--- src/rtl/cascade_counter_pkg.sv ---
package cascade_counter_pkg;
    localparam int SLICE_W = 4;

    typedef enum logic [1:0] {
        OP_HOLD  = 2'd0,
        OP_LOAD  = 2'd1,
        OP_COUNT = 2'd2
    } slice_op_e;
endpackage

--- src/rtl/slice_op_decode.sv ---
module slice_op_decode
    import cascade_counter_pkg::*;
(
    input  logic      load_n,
    input  logic      en_run,
    input  logic      en_chain,
    output slice_op_e op
);
    always_comb begin
        if (!load_n)
            op = OP_LOAD;
        else if (en_run && en_chain)
            op = OP_COUNT;
        else
            op = OP_HOLD;
    end


    always_comb begin
        load_prio_chk: assert (load_n || op == OP_LOAD);
    end
endmodule

--- src/rtl/counter_slice.sv ---
module counter_slice
    import cascade_counter_pkg::*;
(
    input  logic               clk,
    input  logic               clr_n,
    input  logic               load_n,
    input  logic               en_run,
    input  logic               en_chain,
    input  logic [SLICE_W-1:0] din,
    output logic [SLICE_W-1:0] q,
    output logic               carry
);
    localparam logic [SLICE_W-1:0] TOP_VAL = {SLICE_W{1'b1}};

    slice_op_e                op;
    logic      [SLICE_W-1:0]  q_r;

    slice_op_decode u_dec (
        .load_n   (load_n),
        .en_run   (en_run),
        .en_chain (en_chain),
        .op       (op)
    );

    always_ff @(posedge clk or negedge clr_n) begin
        if (!clr_n) begin
            q_r <= '0;
        end else begin
            unique case (op)
                OP_LOAD:  q_r <= din;
                OP_COUNT: q_r <= q_r + 1'b1;
                default:  q_r <= q_r;
            endcase
        end
    end

    assign q     = q_r;
    assign carry = (q_r == TOP_VAL) && en_chain;


    load_take_chk: assert property (@(posedge clk) disable iff (!clr_n)
        !load_n |=> q == $past(din));


    count_step_chk: assert property (@(posedge clk) disable iff (!clr_n)
        (load_n && en_run && en_chain && q != TOP_VAL) |=> q == $past(q) + 1'b1);


    hold_keep_chk: assert property (@(posedge clk) disable iff (!clr_n)
        (load_n && !(en_run && en_chain)) |=> $stable(q));


    slice_wrap_chk: assert property (@(posedge clk) disable iff (!clr_n)
        (load_n && en_run && en_chain && q == TOP_VAL) |=> q == '0);


    clear_zero_chk: assert property (@(posedge clk)
        !clr_n |-> q == '0);
endmodule

--- src/rtl/cascade_counter.sv ---
module cascade_counter
    import cascade_counter_pkg::*;
#(
    parameter int N_SLICES = 3
) (
    input  logic                          clk,
    input  logic                          clr_n,
    input  logic                          load_n,
    input  logic                          cnt_en,
    input  logic [SLICE_W*N_SLICES-1:0]   din,
    output logic [SLICE_W*N_SLICES-1:0]   q,
    output logic                          term_cnt
);
    localparam int TOTAL_W = SLICE_W * N_SLICES;

    logic [N_SLICES-1:0] chain_en;
    logic [N_SLICES-1:0] carry;

    for (genvar k = 0; k < N_SLICES; k++) begin : g_slice
        if (k == 0) begin : g_first
            assign chain_en[k] = cnt_en;
        end else begin : g_upper
            assign chain_en[k] = carry[k-1];
        end

        counter_slice u_slice (
            .clk      (clk),
            .clr_n    (clr_n),
            .load_n   (load_n),
            .en_run   (cnt_en),
            .en_chain (chain_en[k]),
            .din      (din[k*SLICE_W +: SLICE_W]),
            .q        (q[k*SLICE_W +: SLICE_W]),
            .carry    (carry[k])
        );
    end

    assign term_cnt = carry[N_SLICES-1];


    term_ones_chk: assert property (@(posedge clk) disable iff (!clr_n)
        term_cnt |-> (q == {TOTAL_W{1'b1}} && cnt_en));


    full_wrap_chk: assert property (@(posedge clk) disable iff (!clr_n)
        (term_cnt && load_n) |=> q == '0);


    upper_step_chk: assert property (@(posedge clk) disable iff (!clr_n)
        (load_n && !(cnt_en && q[SLICE_W-1:0] == {SLICE_W{1'b1}}))
        |=> $stable(q[TOTAL_W-1:SLICE_W]));
endmodule

--- config.mk ---
export PLATFORM = sky130hd
export DESIGN_NAME = cascade_counter
export DESIGN_NICKNAME = d
export VERILOG_FILES = /design/src/rtl/cascade_counter_pkg.sv /design/src/rtl/slice_op_decode.sv /design/src/rtl/counter_slice.sv /design/src/rtl/cascade_counter.sv
export SDC_FILE = /design/constraint.sdc
export NUM_CORES = 1
export LEC_CHECK = 0
export BUFFER_PORTS_ARGS = -buffer_cell sky130_fd_sc_hd__buf_2
export CAP_MARGIN = 20
export CORE_MARGIN = 2
export CORE_UTILIZATION = 48
export CTS_CLUSTER_SIZE = 40
export DETAILED_ROUTE_END_ITERATION = 10
export GPL_TIMING_DRIVEN = 1
export PLACE_DENSITY = 0.91
export SLEW_MARGIN = 10
export SYNTH_ARGS = -nofsm -noshare
export SYNTH_HDL_FRONTEND = slang
export SYNTH_SLANG_ARGS = --single-unit
--- constraint.sdc ---
create_clock -name clk -period 2.7 [get_ports clk]
set_input_delay 0.27 -clock clk [delete_from_list [all_inputs] [get_ports clk]]
set_output_delay 0.27 -clock clk [all_outputs]
set_load 0.05 [all_outputs]
==> metrics.txt, run 1 <==
run status completed; fin crit share between 70% and 80%; Via Count 650; Clock Sink Count 12; FMAX between 0.5 and 0.6 GHz; initial antenna violation count 0; max-cap viol count 0; startpoint types flop; critical path's slowest cell dfrtp_1; Ys Warns 0; register area share after synthesis ~45%; Die X between 40 and 50 um; # nets final ~120; Placer Congestion 0.795; clock buffer depth 2; PostCTS Resize Cnt 0; Max-slew headroom ~72%; Layout area overhead 26.0%; unrepaired setup endpoints after global routing no; Layout Skew around 2.0 ps; largest net degree at the start of global routing 27; Final Hold Viols 0; total track usage between 10% and 20%; CP Cell Sequence ha_1 > nand4_2 > nor3_1 > buf_2; Synth Area in Simple Gates between 20% and 30%; Cell variety after synth 23; Syn Area/Cell 8.98 sq um; fraction of synthesized area in multiplexers 2.97%; PD cells 604 nW/um^2; I/O Pins 29; FF+latch count, synth 12; initial core utilization just over 50%; Setup crit end kind output pin; syn nets 94; main combinational cell family by area after synthesis simple AND/OR/NAND/NOR gates; clock root buffer master clkbuf_4; count of final setup violators 0; HPWL after DPL roughly 1.1 mm; vias in the first global route 592; maximum vdd drop 0.371 mV; Skew-Pair Late Insertion Delay 260 ps; Leak between 0.3 and 0.4 nW; # H-tree levels 1; Cell Area, Synth about 670 sq um; Post-CTS Setup Bufs 0; clk slew on worst S/H paths ~70 ps; layout cell share with drive strength beyond 1 a little under a third; CP max FO 15; n_diodes 0; Rows 13; Chip Height about 41 um; xor-xnor portion of the synthesized cell area under 10%; start point of the critical path g_slice[0].u_slice.q[0]; sum of buffers and inverters on the critical path 1; WP data required roughly 2400 ps; max FFs per register 12; WL/cell 12.6 um; initial drt markers 3; launching point of the worst reg2reg path g_slice[0].u_slice.q[0]; Top Family by Delay on Critical Path simple AND/OR/NAND/NOR gates; DRT antenna net count 0; arrival time at the worst endpoint 1670 ps; worst hold path type input port to flop; Vias/cell about 5.5; min Tclk post-route about 1900 ps; crit path kind flop to output pin; cts hold-fix bufs 1; Worst Hold Launch din[1]; Routed WL approximately 1.5 mm; DRC viols 0; core footprint 1300 sq um; number of buffers created by CTS 3; CTS tree done; Worst-Margin Slew between 400 and 500 ps; end of the worst register-to-register path g_slice[2].u_slice.q[3]; Die Area roughly 1700 sq um; Fin Setup TNS 0 ps; Port-buffer cells 28; Pwr Total a little over 0.5 mW; pins over their slew limit 0; reg2reg setup slack 1040 ps; DR pass1 iterations 4; first-pass GRT wire length 2.60 mm; worst setup path endpoint term_cnt; Synth Area in Compound Gates approximately 16%; CP max stage delay 400 ps; Worst Reg-to-Reg Cells 4; Crit. path cell count 4; Syn Inst Count 75; Synth Area in Adders 5.58%; grt ovf 0
[where the power goes]
part           total [mW]  switching [mW]  internal (mW)  leakage (nW)
clock               0.104          0.0524         0.0514        0.0138
combinational       0.182           0.129         0.0532         0.244
sequential          0.227          0.0259          0.201         0.134
total               0.512           0.207          0.305         0.392
[synth_stat cells, drive strengths merged]
cell type,n,area share [%]
or4,1,1.1
xnor2,1,1.3
nand2,3,1.7
or3,4,3.7
dfrtp,12,45
buf,1,0.74
o31a,1,1.3
nor2,11,6.1
o2111ai,1,1.3
nand4,4,4.6
inv,3,1.7
o21ai,5,3.7
nor3,1,0.74
nand2b,1,0.93
nand3,3,2.2
a31oi,4,3.7
clkbuf,3,1.7
a21oi,7,5.2
xor2,3,3.9
mux2i,2,3.0
o211ai,1,1.1
ha,3,5.6
[cells in the final DEF (no fill, tap or decap), drive strengths merged]
master	instances
o31a	1
nor3	1
clkbuf	3
a21oi	7
or3	4
nand2b	1
o21ai	5
o2111ai	1
dlygate4sd3	1
buf	28
xnor2	1
or4	1
nand2	3
inv	3
mux2i	2
dfrtp	12
nand3	3
nor2	11
a31oi	4
ha	3
o211ai	1
nand4	4
xor2	3
[per-stage QoR]
| step | instances | setup slack (ps) | utilization, % | area, sq um | hold slack (ps) |
|---|---|---|---|---|---|
| 6_report | 118 | 762 | 65.2 | 848 | 248 |
| 3_5_place_dp | 114 | 1040 | 62.7 | 816 | 156 |
| 5_1_grt | 118 | 624 | 65.2 | 848 | 261 |
| 4_1_cts | 118 | 755 | 65.2 | 848 | 246 |
| 3_3_place_gp | 114 | 1080 | 62.7 | 816 | 157 |
| 2_1_floorplan | 75 | 89.2 | - | 673 | -25.6 |
[logic make-up (layout without fill, tap and decap cells)]
kind of cell               Yosys count  in the layout
AOI/OAI and AO/OA                   19             19
xor gates and xnor gates             4              4
adders and majority gates            3              3
buffers and inverters                7             35
DFF                                 12             12
muxes                                2              2
and+or+nand+nor                     28             28
[worst min path at each step]
stage | to | slack, ps | cells past startpoint
3_3_place_gp | g_slice[2].u_slice.q[1] | 160 | 1
6_report | g_slice[0].u_slice.q[1] | 250 | 3
3_5_place_dp | g_slice[1].u_slice.q[1] | 160 | 1
4_1_cts | g_slice[0].u_slice.q[1] | 250 | 3
2_1_floorplan | g_slice[0].u_slice.q[0] | -30 | 0
5_1_grt | g_slice[0].u_slice.q[0] | 260 | 3
[metal layers]
metal  part of all wire [%]  up-vias  routed length [um]  track usage, %
li1                       -      328                   -               -
met1                     44      294                 655            25.1
met2                     49       22                 726            31.9
met3                    5.0        6                  75            4.78
met4                    2.0        0                  29            5.81
met5                      0        -                   0               0
[final cells by class]
cell class	instances	area (sq um)
tap	15	18.8
clock buffer	3	22.5
inverter	3	11.3
sequential	12	300
multi-input combinational	56	345
timing repair buffer	29	150
fill	118	453
[worst min-delay path: stages]
cell and delay, ps:
buf_2 70, nor2_1 30, a21oi_1 90
Note: power is estimated with default switching activity, not from simulation.
==> inputs of run 2 (changes only) <==
Settings changed: ABC_AREA set to 1, CORE_UTILIZATION 48 to 46, PLACE_DENSITY 0.91 to 0.87.
Clock period 2.7 ns to 1.8 ns, I/O delays scaled along.
==> run 2 against run 1 <==
  * Via count up 18%
  * Worst hold slack worse by 130 ps
  * Critical path depth rose by 2
  * Count of clock-buffer cells in the layout is the same
  * Clock skew rose by 1.2 ps
  * Setup slack lost 680 ps
  * Clock power is 60% higher
  * Global-route usage increased by 1.1 points
==> metrics.txt, run 2 <==
Skew-Pair Late Insertion Delay 280 ps (+20 ps); Max-slew headroom 81.8% (+9.8 points); layout cell share with drive strength beyond 1 34.9% (+3.8 points); hold_ws 115 ps (-133 ps); initial core utilization 48.4% (-3.3 points); # nets final 150 (+21%); total track usage 20.5% (+1.1 points); vias in the first global route 713 (+20%); area leader, netlist dfrtp_1; initial antenna violation count 0 (unchanged); core footprint 1490 sq um (+14%); clock root buffer master clkbuf_4; maximum vdd drop 0.464 mV (+25%); worst hold path type input port to flop; first-pass GRT wire length 2.90 mm (+11%); sum of buffers and inverters on the critical path 1 (unchanged); clk slew on worst S/H paths 70 ps (about the same); min Tclk post-route ~1700 ps; CP Cell Sequence ha_1 > nand2_1 > nor2_2 > nand2_2 > nor2_4 > buf_6; Worst Reg-to-Reg Cells 6 (+2); Layout Skew 3.14 ps (+1.18 ps); largest net degree at the start of global routing 15 (-44%); number of synthesized flops with an enable pin 0 (unchanged); DRT antenna net count 0 (unchanged); Fin Setup TNS 0 ps (unchanged); number of buffers created by CTS 3 (unchanged); Leak 0.485 nW (+24%); fin crit share 95.5%; DR pass1 iterations 4 (unchanged); CTS tree done; Synth area leaders dfrtp_1 42%, nand2_1 17%, nand3_1 13%, ha_1 5.2%, inv_1 2.6%; arrival time at the worst endpoint 1540 ps (-130 ps); ys flop type dfrtp_1; critical path's slowest cell dfrtp_1; WL/cell 12.0 um (-4.7%); I/O Pins 29 (unchanged); hold depth 3 (unchanged); cell with the most instances after synthesis nand2_1; commonest non-fill, non-tap cells in the layout 32 x nand2_1, 27 x buf_2, 19 x nand3_1; Cell Area, Synth 721 sq um (+7.1%); Vias/cell 5.30 (-3.7%); # H-tree levels 1 (unchanged); DRC viols 0 (unchanged); pins over their slew limit 0 (unchanged); Die X 43.6 um (+5.1%); FMAX roughly 0.58 GHz; Layout area overhead 31.4%; HPWL after DPL 1.24 mm (+13%); run status completed; crit path kind flop to output pin; Async S/R FF share, synth 100% (unchanged); Placed Cells 138 (+21%); Cell variety after synth 19 (-17%); initial drt markers 14 (+11); n_diodes 0 (unchanged); Routed WL 1.74 mm (+17%); syn nets 115 (+22%); Chip Height 43.6 um (+5.1%); Crit. path cell count 6 (+2); CP max stage delay 430 ps (+30 ps); WP data required 1620 ps (-810 ps); commonest non-fill, non-tap cell in the layout nand2_1; Via Count 769 (+18%); Final Hold Viols 0 (unchanged); PD cells 796 nW/um^2 (+32%); clock buffer depth 2 (unchanged); Syn Area/Cell 7.51 sq um (-16%); Post-synth top cells 33 x nand2_1, 19 x nand3_1, 12 x dfrtp_1; Clock Sink Count 12 (unchanged); startpoint types flop; Placer Congestion 0.876 (+10%); register area share after synthesis 41.7% (-2.9 points); Port-buffer cells 28 (unchanged); Rows 14 (+1); grt ovf 0 (unchanged); Ys Warns 0 (unchanged); Worst-Margin Slew 274 ps (-148 ps); Syn Inst Count 96 (+28%); max-cap viol count 0 (unchanged); Synth top area share 41.7% (-2.9 points); FF+latch count, synth 12 (unchanged); CP max FO 6 (-9); Die Area 1900 sq um (+11%); max FFs per register 12 (unchanged); count of final setup violators 0 (unchanged); Top Family by Delay on Critical Path simple AND/OR/NAND/NOR gates; Setup crit end kind output pin; Final Instance Count excl. Fillers 145 (+23%)
## run 2: cell count changes after synthesis, moves of 5 or more
| cell | before | now |
|---|---|---|
| a21oi_1 | 7 | 2 |
| nand2_1 | 3 | 33 |
| nand3_1 | 3 | 19 |
| nor2_1 | 11 | 5 |
## run 2: area by class of cell
class,instances,area [sq um]
inverters,7,26.3
clock buffers,3,22.5
fillers,136,542
multi-input cells,75,399
well taps,16,20.0
repair buffers,32,179
flip-flops and latches,12,300
## run 2: repair_timing
| item | 4_1_cts | 5_1_grt |
|---|---|---|
| hold buffers | 1 | 0 |
| gates resized for setup | 2 | 3 |
| setup buffers | 0 | 3 |
| endpoints found under the hold margin | 12 | 0 |
| setup endpoints to repair | 1 | 1 |
## run 2: kinds of logic (layout without fill, tap and decap cells)
| kind of cell | Yosys count | in the layout | share of synthesized area (%) |
|---|---|---|---|
| and+or+nand+nor | 65 | 65 | 41.1 |
| DFF | 12 | 12 | 41.7 |
| xor gates and xnor gates | 2 | 2 | 2.43 |
| adders and majority gates | 3 | 3 | 5.21 |
| AOI/OAI and AO/OA | 5 | 5 | 4.17 |
| buffers and inverters | 9 | 42 | 5.38 |
## run 2: per-stage QoR
stage	power [mW]	utilization (%)	area (sq um)	worst slack, ps
global placement	0.569	58.8	876	302
detailed placement	0.576	58.8	876	247
finish	0.754	63.6	947	81.3
global route	0.797	63.6	947	-18.1
CTS	0.744	61.3	913	18.3
floorplan	0.507	-	728	24.2
## run 2: routing by layer
| metal | vias to the layer above | GRT usage [%] | share of wire [%] |
|---|---|---|---|
| li1 | 385 | - | - |
| met1 | 354 | 24.3 | 41 |
| met2 | 25 | 34.7 | 51 |
| met3 | 5 | 2.50 | 5.1 |
| met4 | 0 | 13.3 | 2.4 |
| met5 | - | 0 | 0 |
## run 2: worst min-delay path, cell delays in order
cell and delay (ps):
buf_2 70, nand2_1 40, nand3_1 60
## run 2: worst paths after layout
check / end / startpoint / slack, ps
setup / recovery: term_cnt / g_slice[1].u_slice.q[0] / 80
hold / removal: g_slice[2].u_slice.q[0] / din[8] / 120
setup reg to reg: g_slice[1].u_slice.q[0] / g_slice[0].u_slice.q[0] / 410
hold reg to reg: g_slice[0].u_slice.q[1] / g_slice[0].u_slice.q[1] / 540
max in group asynchronous: g_slice[0].u_slice.q[3] / clr_n / 1280
min in group asynchronous: g_slice[2].u_slice.q[3] / clr_n / 300
## run 2: report_power, final
part	internal, mW	switching, mW	leakage [nW]
sequential	0.297	0.0355	0.145
clock	0.0776	0.0889	0.0138
combinational	0.0764	0.179	0.326
